**config.mk**
```make
export PLATFORM = sky130hd
export DESIGN_NAME = spi_resync_rx
export DESIGN_NICKNAME = d
export VERILOG_FILES = /design/src/rtl/spi_resync_pkg.sv /design/src/rtl/spi_rx_ctrl.sv /design/src/rtl/spi_rx_datapath.sv /design/src/rtl/spi_resync_rx.sv
export SDC_FILE = /design/constraint.sdc
export NUM_CORES = 1
export LEC_CHECK = 0
export ABC_AREA = 1
export CAP_MARGIN = 5
export CORE_MARGIN = 2
export CORE_UTILIZATION = 57
export CTS_CLUSTER_DIAMETER = 40
export DETAILED_ROUTE_END_ITERATION = 6
export PLACE_DENSITY = 0.81
export REMOVE_ABC_BUFFERS = 1
export SETUP_SLACK_MARGIN = 0.3
export SKIP_LAST_GASP = 1
export SLEW_MARGIN = 0
export SYNTH_ARGS = -nofsm -noshare
export SYNTH_HDL_FRONTEND = slang
export SYNTH_SLANG_ARGS = --single-unit
```
**constraint.sdc**
```tcl
create_clock -name clk -period 2.1 [get_ports clk]
set_clock_uncertainty 0.1 [all_clocks]
set_input_delay 0.42 -clock clk [delete_from_list [all_inputs] [get_ports clk]]
set_output_delay 0.42 -clock clk [all_outputs]
set_load 0.05 [all_outputs]
```
**src/rtl/spi_resync_pkg.sv**
```systemverilog
package spi_resync_pkg;
  // Strobes from the control block to the datapath, one set per system cycle
  typedef struct packed {
    logic clearBits;  // drop the partial byte, counter back to zero
    logic shiftBit;   // take dataBit into the shift register
    logic dataBit;    // synchronized serial data level
  } rx_strobe_t;
endpackage

```
**src/rtl/spi_rx_ctrl.sv**
```systemverilog
module spi_rx_ctrl
  import spi_resync_pkg::*;
#(
  parameter int TIMER_W   = 16,
  parameter int GUARD_CYC = 3,
  parameter int SYNC_LEN  = 2
) (
  input  logic               clk,
  input  logic               rst_n,
  input  logic               sckIn,
  input  logic               mosiIn,
  input  logic               ssnIn,
  input  logic [TIMER_W-1:0] idleLimit,
  input  logic               enTimeout,
  input  logic               enMarker,
  output rx_strobe_t         strobe
);
  localparam int GUARD_W = $clog2(GUARD_CYC + 1);

  logic [SYNC_LEN-1:0] sckPipe, mosiPipe, ssnPipe;
  logic sckLast, mosiLast;
  logic sckNow, mosiNow, selected;
  logic sckEdge, sckRise, mosiEdge;
  logic [TIMER_W-1:0] idleCnt;
  logic [GUARD_W-1:0] guardCnt;
  logic guardOpen, timeoutHit, markerHit;

  // synchronizers and one history stage for edge detection
  always_ff @(posedge clk or negedge rst_n) begin
    if (!rst_n) begin
      sckPipe  <= '0;
      mosiPipe <= '0;
      ssnPipe  <= '1;
      sckLast  <= 1'b0;
      mosiLast <= 1'b0;
    end else begin
      sckPipe  <= {sckPipe[SYNC_LEN-2:0], sckIn};
      mosiPipe <= {mosiPipe[SYNC_LEN-2:0], mosiIn};
      ssnPipe  <= {ssnPipe[SYNC_LEN-2:0], ssnIn};
      sckLast  <= sckPipe[SYNC_LEN-1];
      mosiLast <= mosiPipe[SYNC_LEN-1];
    end
  end

  assign sckNow   = sckPipe[SYNC_LEN-1];
  assign mosiNow  = mosiPipe[SYNC_LEN-1];
  assign selected = ~ssnPipe[SYNC_LEN-1];
  assign sckEdge  = sckNow ^ sckLast;
  assign sckRise  = sckNow & ~sckLast;
  assign mosiEdge = mosiNow ^ mosiLast;

  // idle timer, restarted on every clock edge, saturates at the limit
  always_ff @(posedge clk or negedge rst_n) begin
    if (!rst_n) begin
      idleCnt <= '0;
    end else if (sckEdge || !selected) begin
      idleCnt <= '0;
    end else if (idleCnt != idleLimit) begin
      idleCnt <= idleCnt + TIMER_W'(1);
    end
  end

  // guard window after each clock edge
  always_ff @(posedge clk or negedge rst_n) begin
    if (!rst_n) begin
      guardCnt <= '0;
    end else if (sckEdge) begin
      guardCnt <= GUARD_W'(GUARD_CYC);
    end else if (guardCnt != '0) begin
      guardCnt <= guardCnt - GUARD_W'(1);
    end
  end

  assign guardOpen  = (guardCnt == '0);
  assign timeoutHit = enTimeout & selected & ~sckEdge &
                      (idleCnt == idleLimit - TIMER_W'(1));
  assign markerHit  = enMarker & selected & mosiEdge & ~sckEdge & guardOpen;

  always_comb begin
    strobe.clearBits = ~selected | timeoutHit | markerHit;
    strobe.shiftBit  = selected & sckRise;
    strobe.dataBit   = mosiNow;
  end
endmodule

```
**src/rtl/spi_rx_datapath.sv**
```systemverilog
module spi_rx_datapath
  import spi_resync_pkg::*;
#(
  parameter int DATA_W = 8
) (
  input  logic              clk,
  input  logic              rst_n,
  input  rx_strobe_t        strobe,
  output logic [DATA_W-1:0] rxData,
  output logic              rxValid,
  output logic              resyncPulse
);
  localparam int CNT_W = $clog2(DATA_W);

  logic [CNT_W-1:0]  bitCnt;
  logic [DATA_W-1:0] shiftReg;
  logic [DATA_W-1:0] shiftNext;
  logic              lastBit;

  assign shiftNext = {shiftReg[DATA_W-2:0], strobe.dataBit};
  assign lastBit   = (bitCnt == CNT_W'(DATA_W - 1));

  always_ff @(posedge clk or negedge rst_n) begin
    if (!rst_n) begin
      bitCnt      <= '0;
      shiftReg    <= '0;
      rxData      <= '0;
      rxValid     <= 1'b0;
      resyncPulse <= 1'b0;
    end else begin
      rxValid     <= 1'b0;
      resyncPulse <= 1'b0;
      if (strobe.clearBits) begin
        resyncPulse <= (bitCnt != '0);
        bitCnt      <= '0;
      end else if (strobe.shiftBit) begin
        shiftReg <= shiftNext;
        if (lastBit) begin
          rxData  <= shiftNext;
          rxValid <= 1'b1;
          bitCnt  <= '0;
        end else begin
          bitCnt <= bitCnt + CNT_W'(1);
        end
      end
    end
  end
endmodule

```
**src/rtl/spi_resync_rx.sv**
```systemverilog
module spi_resync_rx
  import spi_resync_pkg::*;
#(
  parameter int DATA_W    = 8,
  parameter int TIMER_W   = 16,
  parameter int GUARD_CYC = 3,
  parameter int SYNC_LEN  = 2
) (
  input  logic               clk,
  input  logic               rst_n,
  input  logic               sckIn,
  input  logic               mosiIn,
  input  logic               ssnIn,
  input  logic [TIMER_W-1:0] idleLimit,
  input  logic               enTimeout,
  input  logic               enMarker,
  output logic [DATA_W-1:0]  rxData,
  output logic               rxValid,
  output logic               resyncPulse
);
  rx_strobe_t strobe;

  spi_rx_ctrl #(
    .TIMER_W(TIMER_W), .GUARD_CYC(GUARD_CYC), .SYNC_LEN(SYNC_LEN)
  ) i_ctrl (
    .clk(clk), .rst_n(rst_n), .sckIn(sckIn), .mosiIn(mosiIn), .ssnIn(ssnIn),
    .idleLimit(idleLimit), .enTimeout(enTimeout), .enMarker(enMarker),
    .strobe(strobe)
  );

  spi_rx_datapath #(.DATA_W(DATA_W)) i_dp (
    .clk(clk), .rst_n(rst_n), .strobe(strobe),
    .rxData(rxData), .rxValid(rxValid), .resyncPulse(resyncPulse)
  );
endmodule

```
* Word level (Yosys, flattened, before mapping)
Index checks and enable logic that the tools add are counted.
** Cells by class
- Bitwise gates (word level) :: 17
- Reductions and logical operators :: 9
- Multiplexer cells :: 11
- $add $sub $neg :: 4
- Equal/unequal tests :: 3
** Operator list (number)
- 16-bit two-way mux :: 2
- 16-bit by 1-bit adder with 16-bit output (second input constant) :: 1
- 16-bit equality test :: 1
- 16-bit inequality test :: 1
- 16-bit by 1-bit subtractor with 16-bit output (second input constant) :: 1
- 1-bit bitwise AND :: 9
- 3-bit two-way mux :: 3
- 2-bit nonzero test :: 4
- 1-bit two-way mux :: 4
- 2-bit two-way mux :: 2
- 1-bit inverter :: 4
- 3-bit by 1-bit adder with 3-bit output (second input constant) :: 1
- 3-bit equality test (second input constant) :: 1
- 3-bit AND reduction :: 1
- 3-bit nonzero test :: 1
- 2-bit zero test :: 1
- 1-bit OR :: 2
- 2-bit AND reduction :: 1
- 2-bit by 1-bit subtractor with 2-bit output (second input constant) :: 1
- 1-bit bitwise XOR :: 2
- 1-bit logical OR :: 1
** Storage, ports and cells
- Bits of input ports :: 23
- Register bits after elaboration :: 46

* Logic depth before layout (Yosys ltp)
Gate-level depths: netlist (run 1).
- Depth after elaboration :: 8
- Depth in mapped cells :: 15

* Hierarchy
Synthesis (run 1) repeated with hierarchy kept, for this count alone.
** Second synthesis, totals
- Cells, all modules :: 436
- Area total of the unflattened synthesis :: 3109.2 sq um
** By module, submodules not included
- spi_rx_ctrl :: seq. area each 653.1 sq um, cells each 345, instances 1, area each 2279.7 sq um
- spi_rx_datapath :: seq. area each 500.5 sq um, cells each 91, instances 1, area each 829.5 sq um

* Worst setup path after synthesis (run 1)
No wires, ideal clock.
- Path type :: input -> register
- From :: input idleLimit[0]
- To :: register i_dp.bitCnt[2]
- Setup slack :: 0.166 ns
- Data required time :: 1.881 ns
- Library setup time :: 0.119 ns
- Arrival time :: 1.715 ns
- Cell stages on the path :: 15
- Path through :: inv_1 ha_1 inv_1 nand2_1 nand2_1 nand2_1 nor2_1 nand2_1 nor2_1 nand2_1 nor2_1 nand3_2 buf_6 nand4_1 nand2_1
** Between the ends
- Word-level cells in the longest chain between the ends :: 6
** Ends and longest elaborated chain
- start: declaration :: line spi_resync_rx.sv:14 : input logic [TIMER_W-1:0] idleLimit,
- 16-bit by 1-bit subtractor with 16-bit output (*) :: line spi_rx_ctrl.sv:76 : (idleCnt == idleLimit - TIMER_W'(1));
- 16-bit equality test (*) :: line spi_rx_ctrl.sv:76
- 1-bit bitwise AND (*) :: line spi_rx_ctrl.sv:75 : assign timeoutHit = enTimeout & selected & ~sckEdge &
- 1-bit OR (*) (2 in a row) :: line spi_rx_ctrl.sv:80 : strobe.clearBits = ~selected | timeoutHit | markerHit;
- 3-bit two-way mux or 2-bit nonzero test (tied branches)
- end signal: assignment :: line spi_rx_datapath.sv:43 : bitCnt <= bitCnt + CNT_W'(1);
- end: declaration :: line spi_rx_datapath.sv:15 : logic [CNT_W-1:0] bitCnt;
Mark *: on every way between the ends. The rest lies on a longest branch, timed or not.
A chain may end at the register's enable or synchronous reset.

* Worst setup path in the final report (run 1)
- From :: input idleLimit[1]
- To :: register i_dp.shiftReg[5]
** Between the ends
- Word-level cells in the longest chain between the ends :: 7
** Ends and longest elaborated chain
- 16-bit by 1-bit subtractor with 16-bit output :: line spi_rx_ctrl.sv:76
- 16-bit equality test :: line spi_rx_ctrl.sv:76
- 1-bit bitwise AND :: line spi_rx_ctrl.sv:75
- 1-bit OR (2 in a row) :: line spi_rx_ctrl.sv:80
- 1-bit inverter (no source line)
- 2-bit AND reduction (no source line)
- end signal: assignment :: line spi_rx_datapath.sv:37 : shiftReg <= shiftNext;
- end: declaration :: line spi_rx_datapath.sv:16 : logic [DATA_W-1:0] shiftReg;
Every way passes these cells.

==> impl_metrics.prom, run 1 <==
# TYPE chip_impl_metric gauge
chip_impl_info{name="status",value="finished with violations"} 1
chip_impl_info{name="failing_checks",value="negative setup slack"} 1
chip_impl_metric{name="pwr_density",unit="nW/um2"} 458
chip_impl_metric{name="cp_data_required_time",unit="ns"} 2.25
chip_impl_metric{name="antenna_cells",unit=""} 0
chip_impl_metric{name="drive_gt1_share",unit="%"} 32.8
chip_impl_info{name="min_path_type",value="in2async"} 1
chip_impl_metric{name="synth_adder_area_share",unit="%"} 2.94
chip_impl_metric{name="die_width",unit="um"} 76.2
chip_impl_metric{name="floorplan.die_area",unit="um2"} 5810
chip_impl_metric{name="path_buf_inv",unit=""} 3
chip_impl_info{name="critical_path.top_delay_family",value="simple AND/OR/NAND/NOR gates"} 1
chip_impl_metric{name="fillerInstances",unit=""} 301
chip_impl_metric{name="worst_setup_hold_path_clk_slew",unit="ns"} 0.10
chip_impl_metric{name="synthSimpleGateAreaFrac",unit="%"} 39.6
chip_impl_metric{name="detailedPlacementHpwl",unit="mm"} 5.62
chip_impl_metric{name="grt_max_degree",unit=""} 33
chip_impl_metric{name="fraction_of_synthesized_area_in_multiplexers",unit="%"} 0
chip_impl_metric{name="synthesis.area_per_instance",unit="um2"} 7.31
chip_impl_metric{name="global_route.usage.met2",unit="%"} 49.9
chip_impl_metric{name="route.final.wire_length",unit="mm"} 9.66
chip_impl_info{name="synthDominantAreaCellType",value="sky130_fd_sc_hd__dfrtp_1"} 1
chip_impl_metric{name="synth_cells",unit=""} 407
chip_impl_metric{name="antenna_violations_before_repair",unit=""} 0
chip_impl_metric{name="ctsHoldBuffers",unit=""} 0
chip_impl_metric{name="first_global_vias",unit=""} 3026
chip_impl_metric{name="groute.layer.met1.usage",unit="%"} 41.1
chip_impl_info{name="worstSetupPathType",value="in2reg"} 1
chip_impl_metric{name="clkSinkCount",unit=""} 46
chip_impl_info{name="postSynth.topFlopCell",value="sky130_fd_sc_hd__dfrtp_1"} 1
chip_impl_metric{name="met3_usage",unit="%"} 6.40
chip_impl_info{name="worst_r2r_startpoint",value="i_dp.bitCnt[0]"} 1
chip_impl_metric{name="yosys.area.top_type_share",unit="%"} 37.0
chip_impl_metric{name="synth_compound_area_share",unit="%"} 4.04
chip_impl_metric{name="critical_path_arrival",unit="ns"} 2.33
chip_impl_metric{name="seq_total_area_yosys",unit="%"} 38.8
chip_impl_metric{name="number_of_hold_slack_violations_in_the_final_timing_report",unit=""} 0
chip_impl_info{name="netlist_top_cells_count",value="130 x sky130_fd_sc_hd__nand2_1, 44 x sky130_fd_sc_hd__dfrtp_1, 42 x sky130_fd_sc_hd__inv_1"} 1
chip_impl_metric{name="wl_per_cell",unit="um"} 17.1
chip_impl_metric{name="floorplan.rows",unit=""} 26
chip_impl_metric{name="critPathMaxFanout",unit=""} 7
chip_impl_metric{name="count_of_maximum_capacitance_violations",unit=""} 0
chip_impl_info{name="post_synth_main_area_contributors",value="sky130_fd_sc_hd__dfrtp_1 37%, sky130_fd_sc_hd__nand2_1 16%, sky130_fd_sc_hd__nand4_1 6.1%"} 1
chip_impl_metric{name="number_of_remaining_drc_errors",unit=""} 0
chip_impl_metric{name="initial_core_util",unit="%"} 58.6
chip_impl_metric{name="detail-route-antenna-nets",unit=""} 0
chip_impl_metric{name="tightest_slew",unit="ns"} 0.805
chip_impl_metric{name="final.min_clock_period",unit="ns"} 2.18
chip_impl_metric{name="synth_enable_flop_cells",unit=""} 0
chip_impl_metric{name="detail_route.first_pass.iterations",unit=""} 5
chip_impl_info{name="top_usage_layer",value="met2"} 1
chip_impl_metric{name="worstSkewPairLatency",unit="ns"} 0.30
chip_impl_info{name="startpoint",value="idleLimit[1]"} 1
chip_impl_info{name="cpMostUsedCell",value="sky130_fd_sc_hd__nand2_1"} 1
chip_impl_metric{name="yosysWarningCount",unit=""} 0
chip_impl_metric{name="core-area",unit="um2"} 5070
chip_impl_metric{name="power_switching",unit="W"} 0.000597
chip_impl_metric{name="total_power",unit="W"} 0.00194
chip_impl_metric{name="clock_power_share",unit="%"} 28.5
chip_impl_metric{name="gp_congestion",unit=""} 0.931
chip_impl_metric{name="final_net_count",unit=""} 523
chip_impl_metric{name="irDropWorstVdd",unit="mV"} 0.567
chip_impl_info{name="timing.critical_path.to_type",value="register"} 1
chip_impl_metric{name="final.setup.worst_slack",unit="ns"} -0.0751
chip_impl_metric{name="io_buffers",unit=""} 32
chip_impl_metric{name="swShare",unit="%"} 30.7
chip_impl_metric{name="slowest_delay",unit="ns"} 0.28
chip_impl_info{name="root_buffer",value="sky130_fd_sc_hd__clkbuf_8"} 1
chip_impl_metric{name="min_period_over_period",unit="%"} 104
chip_impl_metric{name="clock.fmax",unit="GHz"} 0.460
chip_impl_metric{name="cell_internal_pwr",unit="W"} 0.00135
chip_impl_metric{name="grt-ovfl-total",unit=""} 0
chip_impl_metric{name="cts-buffers-inserted",unit=""} 5
chip_impl_metric{name="detailed_route_iter0_violations",unit=""} 317
chip_impl_info{name="critical_path_launch_point_type",value="input port"} 1
chip_impl_metric{name="synth_seq_cells",unit=""} 46
chip_impl_metric{name="ctsLongestPathBuffers",unit=""} 2
chip_impl_metric{name="async_reset_ff_share",unit="%"} 100
chip_impl_metric{name="power.leakage",unit="nW"} 2.08
chip_impl_info{name="crit_chain",value="dlygate4sd2_1 -> inv_2 -> ha_4 -> nand3_2 -> nor2_4 -> nand2_1 -> nand2_1 -> nand3_1 -> nor2_4 -> nand3_4 -> buf_6 -> nand3_4 -> nand2_1 -> nand2_1"} 1
chip_impl_info{name="main_combinational_cell_family_by_area_after_synthesis",value="simple AND/OR/NAND/NOR gates"} 1
chip_impl_metric{name="timing.max_slew.rel_slack",unit="%"} 46.0
chip_impl_info{name="tritoncts",value="done"} 1
chip_impl_metric{name="first_pass_grt_wire_length",unit="mm"} 14.3
chip_impl_info{name="slowest_cell_on_the_critical_path",value="sky130_fd_sc_hd__dlygate4sd2_1"} 1
chip_impl_info{name="rsz0062_at_grt",value="yes"} 1
chip_impl_metric{name="syn_area",unit="um2"} 2970
chip_impl_metric{name="final_setup_violating_endpoints",unit=""} 19
chip_impl_metric{name="layout-area-overhead-vs-synth",unit="%"} 42.5
chip_impl_metric{name="grt.total_usage",unit="%"} 31.0
chip_impl_metric{name="post_synth_xor_xnor_area",unit="%"} 6.77
chip_impl_metric{name="power.combinational.fraction",unit="%"} 20.2
chip_impl_metric{name="netlist-cell-type-count",unit=""} 33
chip_impl_metric{name="timing.setup.tns",unit="ns"} -0.747
chip_impl_metric{name="routed_via_density",unit=""} 5.95
chip_impl_metric{name="cts.htree.levels",unit=""} 2
chip_impl_metric{name="slew_violations",unit=""} 0
chip_impl_info{name="most_frequent_cell_after_synthesis",value="sky130_fd_sc_hd__nand2_1"} 1
chip_impl_metric{name="dieHeight",unit="um"} 76.2
chip_impl_metric{name="power_share_of_the_sequential_group",unit="%"} 51.3
chip_impl_metric{name="top_level_ports",unit=""} 33
chip_impl_metric{name="detailroute.via_count",unit=""} 3356
## final timing paths
kind | end | slack (ns) | cells after the start
hold / removal | i_dp.bitCnt[0] | 0.06 | 1
max in group asynchronous | i_dp.shiftReg[0] | 1.23 | 2
min in group clk | i_ctrl.ssnPipe[1] | 0.26 | 0
hold reg to reg | i_ctrl.ssnPipe[1] | 0.26 | 0
setup / recovery | i_dp.shiftReg[5] | -0.08 | 14
setup reg to reg | i_dp.rxData[5] | 0.02 | 7
## through the flow
step	hold WS [ns]	instances	area, um2	util (%)	setup WS, ns
6_report	0.0577	564	4240	83.5	-0.0751
3_5_place_dp	0.242	533	3590	70.7	-0.514
3_3_place_gp	0.234	533	3590	70.7	-0.444
2_1_floorplan	0.0244	398	2920	-	-0.384
4_1_cts	0.0704	556	4030	79.4	0.000949
5_1_grt	0.108	564	4240	83.5	-0.162
## power groups by stage
stage | clock (W) | sequential (W) | combinational (W)
floorplan | 0 | 0.00100 | 0.000162
global placement | 0 | 0.00100 | 0.000308
detailed placement | 0 | 0.00101 | 0.000323
CTS | 0.000551 | 0.000990 | 0.000358
global route | 0.000601 | 0.00100 | 0.000430
finish | 0.000554 | 0.000996 | 0.000393
## state kept, by name (all words and copies together) (netlist names)
register and count:
i_ctrl.idleCnt 16, i_dp.rxData 8, i_dp.shiftReg 7, i_dp.bitCnt 3
i_ctrl.guardCnt 2, i_ctrl.mosiPipe 2, i_ctrl.sckPipe 2, i_ctrl.ssnPipe 2
i_ctrl.mosiLast 1, i_ctrl.sckLast 1, i_dp.resyncPulse 1, i_dp.rxValid 1
## placed cells by master, fill, tap and decap left out, types with 3 or more instances in the layout
master                            Yosys  routed
sky130_fd_sc_hd__a21oi_1              5       5
sky130_fd_sc_hd__buf_4                0      44
sky130_fd_sc_hd__buf_6                3       6
sky130_fd_sc_hd__clkbuf_8             0       5
sky130_fd_sc_hd__clkdlybuf4s50_1      0       5
sky130_fd_sc_hd__dfrtp_1             44      34
sky130_fd_sc_hd__dfrtp_2              0      10
sky130_fd_sc_hd__dlygate4sd2_1        0      22
sky130_fd_sc_hd__ha_1                 7       5
sky130_fd_sc_hd__inv_1               42      32
sky130_fd_sc_hd__inv_2                3      11
sky130_fd_sc_hd__nand2_1            130     112
sky130_fd_sc_hd__nand2_2              4      21
sky130_fd_sc_hd__nand3_1             28      25
sky130_fd_sc_hd__nand3_2              5       5
sky130_fd_sc_hd__nand3_4              1       5
sky130_fd_sc_hd__nand4_1             29      29
sky130_fd_sc_hd__nor2_1              40      30
sky130_fd_sc_hd__nor2_2               4      11
sky130_fd_sc_hd__nor2_4               1       4
sky130_fd_sc_hd__nor3_2               0       3
sky130_fd_sc_hd__o21ai_0             13       5
sky130_fd_sc_hd__o21ai_1              0       6
sky130_fd_sc_hd__o21ai_2              1       3
sky130_fd_sc_hd__xnor2_1             10       4
sky130_fd_sc_hd__xnor2_2              0       4
sky130_fd_sc_hd__xor2_1              13      11
## cells by family after synthesis
group | count (synthesis)
and+or+nand+nor | 255
AOI/OAI and AO/OA | 21
adders and majority gates | 7
buffers and inverters | 55
DFF | 46
xor gates and xnor gates | 23
## timing repair
| item | in CTS | in global routing |
|---|---|---|
| pin swaps | 19 | 18 |
| endpoints found under the hold margin | 0 | 0 |
| resized for setup | 89 | 48 |
| buffers inserted | 11 | 8 |
| setup endpoints to repair | 46 | 36 |
| cloned | 4 | 0 |
## metal layers
metal | part of all wire (%) | up-vias
li1 | - | 1493
met4 | 4.1 | 0
met1 | 38 | 1554
met5 | 0 | -
met2 | 48 | 257
met3 | 9.7 | 52
## final cells by class
cell class	count	area (um2)	share of cell area, %
repair buffers	85	758	17.9
multi-input cells	308	1930	45.6
clock buffers	5	68.8	1.62
repair inverters	1	16.3	0.384
well taps	70	87.6	2.07
inverters	46	190	4.49
clock inverters	3	18.8	0.443
flip-flops and latches	46	1170	27.5
(Power assumes the default switching activity.)
==> run 2, diff against run 1 <==
--- a/config.mk
+++ b/config.mk
@@ -6,10 +6,11 @@
 export NUM_CORES = 1
 export LEC_CHECK = 0
 export ABC_AREA = 1
-export CAP_MARGIN = 5
+export CAP_MARGIN = 20
 export CORE_MARGIN = 2
 export CORE_UTILIZATION = 57
 export CTS_CLUSTER_DIAMETER = 40
+export CTS_CLUSTER_SIZE = 8
 export DETAILED_ROUTE_END_ITERATION = 6
 export PLACE_DENSITY = 0.81
 export REMOVE_ABC_BUFFERS = 1
==> results of run 2 <==
Same layout as run 1: the final DEF is identical, and so are final timing and power.
